$ cat config.mk
export PLATFORM = sky130hd
export DESIGN_NAME = brk_watch
export DESIGN_NICKNAME = d
export VERILOG_FILES = /design/src/rtl/brk_watch_pkg.sv /design/src/rtl/brk_regs.sv /design/src/rtl/brk_match.sv /design/src/rtl/brk_req.sv /design/src/rtl/brk_watch.sv
export SDC_FILE = /design/constraint.sdc
export NUM_CORES = 1
export LEC_CHECK = 0
export CORE_UTILIZATION = 38
export DETAILED_ROUTE_END_ITERATION = 10
export GPL_TIMING_DRIVEN = 0
export PLACE_DENSITY = 0.85
export SYNTH_ARGS = -nofsm -noshare
export SYNTH_HDL_FRONTEND = slang
export SYNTH_SLANG_ARGS = --single-unit
export TNS_END_PERCENT = 50
$ cat constraint.sdc
create_clock -name clk -period 1.7 [get_ports clk]
set_input_delay 0.17 -clock clk [delete_from_list [all_inputs] [get_ports clk]]
set_output_delay 0.17 -clock clk [all_outputs]
set_load 0.005 [all_outputs]
$ cat src/rtl/brk_watch_pkg.sv
package brk_watch_pkg;
  localparam int unsigned CTL_W    = 7;
  localparam int unsigned FLAG_BIT = 7;
  localparam logic        SEL_ADDR = 1'b0;
  localparam logic        SEL_CTL  = 1'b1;

  typedef enum logic [1:0] {
    COND_FETCH = 2'b00,
    COND_RD    = 2'b01,
    COND_WR    = 2'b10,
    COND_RW    = 2'b11
  } cond_e;

  // field order follows control-word bit order 6..0
  typedef struct packed {
    logic       master_sel;
    logic [2:0] mask_code;
    cond_e      cond;
    logic       irq_en;
  } ctl_t;
endpackage

$ cat src/rtl/brk_regs.sv
module brk_regs
  import brk_watch_pkg::*;
#(
  parameter int unsigned ADDR_W = 24
) (
  input  logic              clk,
  input  logic              rst_n,
  input  logic              reg_addr,
  input  logic              reg_wr,
  input  logic [ADDR_W-1:0] reg_wdata,
  input  logic              flag,
  output logic [ADDR_W-1:0] reg_rdata,
  output logic [ADDR_W-1:0] brk_addr,
  output ctl_t              ctl,
  output logic              flag_clr
);
  logic [ADDR_W-1:0] addr_q;
  ctl_t              ctl_q;

  always_ff @(posedge clk) begin
    if (!rst_n) begin
      addr_q <= '0;
      ctl_q  <= '0;
    end else if (reg_wr) begin
      if (reg_addr == SEL_ADDR) addr_q <= reg_wdata;
      else                      ctl_q  <= ctl_t'(reg_wdata[CTL_W-1:0]);
    end
  end

  assign flag_clr = reg_wr && (reg_addr == SEL_CTL) && !reg_wdata[FLAG_BIT];

  always_comb begin
    reg_rdata = '0;
    if (reg_addr == SEL_ADDR) begin
      reg_rdata = addr_q;
    end else begin
      reg_rdata[CTL_W-1:0] = ctl_q;
      reg_rdata[FLAG_BIT]  = flag;
    end
  end

  assign brk_addr = addr_q;
  assign ctl      = ctl_q;
endmodule

$ cat src/rtl/brk_match.sv
module brk_match
  import brk_watch_pkg::*;
#(
  parameter int unsigned ADDR_W = 24
) (
  input  logic              bus_valid,
  input  logic              bus_master,
  input  logic              bus_fetch,
  input  logic              bus_write,
  input  logic [ADDR_W-1:0] bus_addr,
  input  logic [ADDR_W-1:0] brk_addr,
  input  ctl_t              ctl,
  output logic              hit
);
  logic [ADDR_W-1:0] care;
  logic              addr_eq;
  logic              kind_ok;
  logic              master_ok;

  // bit i takes part in the compare when i >= mask code
  for (genvar i = 0; i < ADDR_W; i++) begin : g_care
    assign care[i] = ({29'd0, ctl.mask_code} <= 32'(i));
  end

  assign addr_eq   = ((bus_addr ^ brk_addr) & care) == '0;
  assign master_ok = (bus_master == ctl.master_sel);

  always_comb begin
    unique case (ctl.cond)
      COND_FETCH: kind_ok = bus_fetch;
      COND_RD:    kind_ok = !bus_fetch && !bus_write;
      COND_WR:    kind_ok = !bus_fetch && bus_write;
      default:    kind_ok = !bus_fetch;
    endcase
  end

  assign hit = bus_valid && master_ok && kind_ok && addr_eq;
endmodule

$ cat src/rtl/brk_req.sv
module brk_req (
  input  logic clk,
  input  logic rst_n,
  input  logic hit,
  input  logic flag_clr,
  input  logic insn_end,
  input  logic irq_en,
  output logic flag,
  output logic brk_req
);
  logic flag_q, pend_q, rel_q;
  logic flag_d, pend_d, rel_d;

  always_comb begin
    flag_d = hit | (flag_q & ~flag_clr);
    pend_d = (pend_q | hit) & ~insn_end & flag_d;
    rel_d  = (rel_q | (insn_end & (pend_q | hit))) & flag_d;
  end

  always_ff @(posedge clk) begin
    if (!rst_n) begin
      flag_q <= 1'b0;
      pend_q <= 1'b0;
      rel_q  <= 1'b0;
    end else begin
      flag_q <= flag_d;
      pend_q <= pend_d;
      rel_q  <= rel_d;
    end
  end

  assign flag    = flag_q;
  assign brk_req = rel_q & flag_q & irq_en;
endmodule

$ cat src/rtl/brk_watch.sv
module brk_watch
  import brk_watch_pkg::*;
#(
  parameter int unsigned ADDR_W = 24
) (
  input  logic              clk,
  input  logic              rst_n,
  input  logic              reg_addr,
  input  logic              reg_wr,
  input  logic [ADDR_W-1:0] reg_wdata,
  output logic [ADDR_W-1:0] reg_rdata,
  input  logic              bus_valid,
  input  logic              bus_master,
  input  logic              bus_fetch,
  input  logic              bus_write,
  input  logic [ADDR_W-1:0] bus_addr,
  input  logic              insn_end,
  output logic              brk_req
);
  logic [ADDR_W-1:0] brk_addr;
  ctl_t              ctl;
  logic              flag, flag_clr, hit, irq_en;

  assign irq_en = ctl.irq_en;

  brk_regs #(.ADDR_W(ADDR_W)) u_regs (
    .clk(clk), .rst_n(rst_n), .reg_addr(reg_addr), .reg_wr(reg_wr),
    .reg_wdata(reg_wdata), .flag(flag), .reg_rdata(reg_rdata),
    .brk_addr(brk_addr), .ctl(ctl), .flag_clr(flag_clr)
  );

  brk_match #(.ADDR_W(ADDR_W)) u_match (
    .bus_valid(bus_valid), .bus_master(bus_master), .bus_fetch(bus_fetch),
    .bus_write(bus_write), .bus_addr(bus_addr), .brk_addr(brk_addr),
    .ctl(ctl), .hit(hit)
  );

  brk_req u_req (
    .clk(clk), .rst_n(rst_n), .hit(hit), .flag_clr(flag_clr),
    .insn_end(insn_end), .irq_en(irq_en), .flag(flag), .brk_req(brk_req)
  );
endmodule

==> run metrics <==
status=complete, but fails checks; failing checks=negative setup slack; Clock Power Share=0.329; starting density of the core=0.4097; top post-synthesis cells by area=dfxtp_1, nand2_1, xnor2_1, a21oi_1, nor2b_1; Finished Layout Cells=373; clock slew at reported path FFs=0.07 ns; CTS tree=done; net switching power=0.0005135 W; layout cells sized above 1=0.08100; Tcrit/Tclk final=1.105; max incr delay on CP=around 0.37 ns; Logic pwr share=0.220; first-pass GRT wire length=8700 um; startpoint types=register; final setup fails=3; I/O pins=82; Switching Fraction=0.2687; clk root buf=clkbuf_8; syn nets=293; Netlist cell types=28; Clock Latency Late Sink=0.29 ns; Vias=around 2000; pwr dens=663.9 nW/um2; P_leak=1.015 nW; Final ANT Viol Nets=0; Area growth syn-to-layout=55.93%; die width=71.69 um; vias per cell=5.225; final net count=380; Placer Congestion=0.8915; area leader, netlist=dfxtp_1; Die Area=slightly above 5000 um2; critical path's top delay family=simple AND/OR/NAND/NOR gates; DR WL/cell=around 15 um; most common cell in the netlist=nand2_1; slowest CP cell=dfxtp_4; VDD IR max=383.4 uV; DP Worst Slack=-0.2905 ns; dpl cells=364; largest net degree at the start of global routing=11; Max Slew Vio Count=0; clock buffer count from CTS=5; RSZ-0062 raised after global routing=true; initial antenna violation count=0; DR iter-0 viols=134; Final WS setup=-0.1791 ns; Residual DRC=0; FF+latch count, synth=34; Power Internal=0.001397 W; Slew @ Worst Pin=0.5024 ns; Yosys Warn Count=0; CP cell instances=buf_4 -> ha_1 -> xnor2_1 -> a211oi_2 -> nor4_1 -> nand4_1 -> a221oi_2; post-DP HPWL=4075 um; post-synth top area share=0.3688; ys async rst share=0; Final Critical Period=1.879 ns; EDFF count, synth=0; Hold Path Class=primary input to register; Final Hold Viols=0; Worst setup EP type=register; number of global-route vias before repair=1919; sequential share of power=0.450; Die H=71.69 um; input/output buffers=79; CP bufs+invs=1; global route total overflow=0; Pre-antenna DRT Iters=5; # H-tree levels=2; Worst Path Max Fanout=3; post-synthesis sequential area ratio=0.3688; final wirelength=between 5000 and 6000 um; clk buf depth=2; Hold Slack=0.2457 ns; Core Box Area=4504 um2; row cnt=24; Slew HR=0.6630; Post-Syn Area=between 1500 and 2000 um2; Clock Sinks=34; Synth Area per Inst=just under 8 um2; Arr. time, crit path=2.08 ns; fin util=0.6389; Tot GR Track Use=0.2190; max cap viols=0; critical path class=register to register; n_diodes=0; fmax=0.5322 GHz; Final Skew=0.005351 ns; Cells after Synth=around 230; synth cell count leaders=nand2_1, dfxtp_1, a21oi_1, xnor2_1, nor2b_1; CP Data Required Time=1.91 ns; dominant synthesized flop cell=dfxtp_1
-- logic make-up (layout without fill, tap and decap cells) --
logic type / count (synthesis) / in the layout / share of synthesized area
buffers and inverters: 18 / 106 / 0.03728
xor gates and xnor gates: 26 / 26 / 0.1234
adders and majority gates: 3 / 3 / 0.02034
and+or+nand+nor: 99 / 99 / 0.2590
AOI/OAI and AO/OA: 45 / 45 / 0.1424
DFF: 34 / 34 / 0.3688
muxes: 8 / 8 / 0.04882
-- through the flow --
stage	total power, W	TNS (ns)	instance area, um2
final	0.001911	-0.3234	2878
after global routing	0.001995	-0.4671	2878
after CTS	0.001903	-0.1941	2831
after detailed placement	0.001281	-2.679	2701
after floorplan	0.001054	0	1846
after global placement	0.001275	-2.453	2701
-- worst reg2reg max path: cells and delay by family, from the launching register on --
family	cells	cell delay, ns
adders and majority gates	1	0.18
DFF	1	0.37
xor gates and xnor gates	1	0.18
buffers and inverters	1	0.14
AOI/OAI and AO/OA	2	0.42
and+or+nand+nor	2	0.50
-- registers in the layout (all words and copies together), names as in the netlist --
signal           flops
u_regs.brk_addr     24
u_regs.ctl           7
u_req.flag           1
u_req.pend_q         1
u_req.rel_q          1
-- layout by cell type (no fill, tap or decap), types with 4 or more instances in the layout --
cell type	count
clkbuf_8	7
dfxtp_1	32
nand4_1	10
nand3_1	7
xor2_1	4
mux2_1	8
clkdlybuf4s50_1	78
clkbuf_1	11
xnor2_1	22
nor2b_1	16
nand2_1	56
a21oi_1	33
-- power groups by stage --
stage               sequential [W]  clock, W  combinational (W)
floorplan                 0.000871         0           0.000183
global placement          0.000877         0           0.000398
detailed placement        0.000879         0           0.000402
CTS                       0.000862  0.000627           0.000414
global route              0.000864  0.000672           0.000459
finish                    0.000861  0.000629           0.000421
-- layout make-up --
cell class	count	area, um2
sequential	34	688.2
clock inverter	1	5.005
clock buffer	7	86.33
tap	52	65.06
inverter	4	15.01
timing repair buffer	80	800.8
buffer	14	66.31
multi-input combinational	181	1151
fill	365	1627
-- layer usage --
metal | global-route usage | wire (um) | share of wire | up-vias
met5 | 0 | 0 | 0 | -
met3 | 0.06188 | 439 | 0.081 | 14
li1 | - | - | - | 969
met2 | 0.3690 | 2664 | 0.49 | 89
met1 | 0.2650 | 2229 | 0.41 | 877
met4 | 0.08279 | 107 | 0.020 | 0
-- repair_timing --
item                       4_1_cts  5_1_grt
resized for setup               12       10
setup buffers                    0        1
pin swaps                        1        2
setup endpoints to repair       14       15
hold buffers                     0        0
-- path summary, 6_finish.rpt --
check / startpoint / to / slack, ns / cells after the start
hold / removal: reg_wr / u_regs.ctl[1] / 0.25 / 3
setup / recovery: u_regs.ctl[2] / u_req.rel_q / -0.18 / 7
setup reg to reg: u_regs.ctl[2] / u_req.rel_q / -0.18 / 7
hold reg to reg: u_regs.brk_addr[16] / u_regs.brk_addr[16] / 0.48 / 2
(Power assumes the default switching activity.)
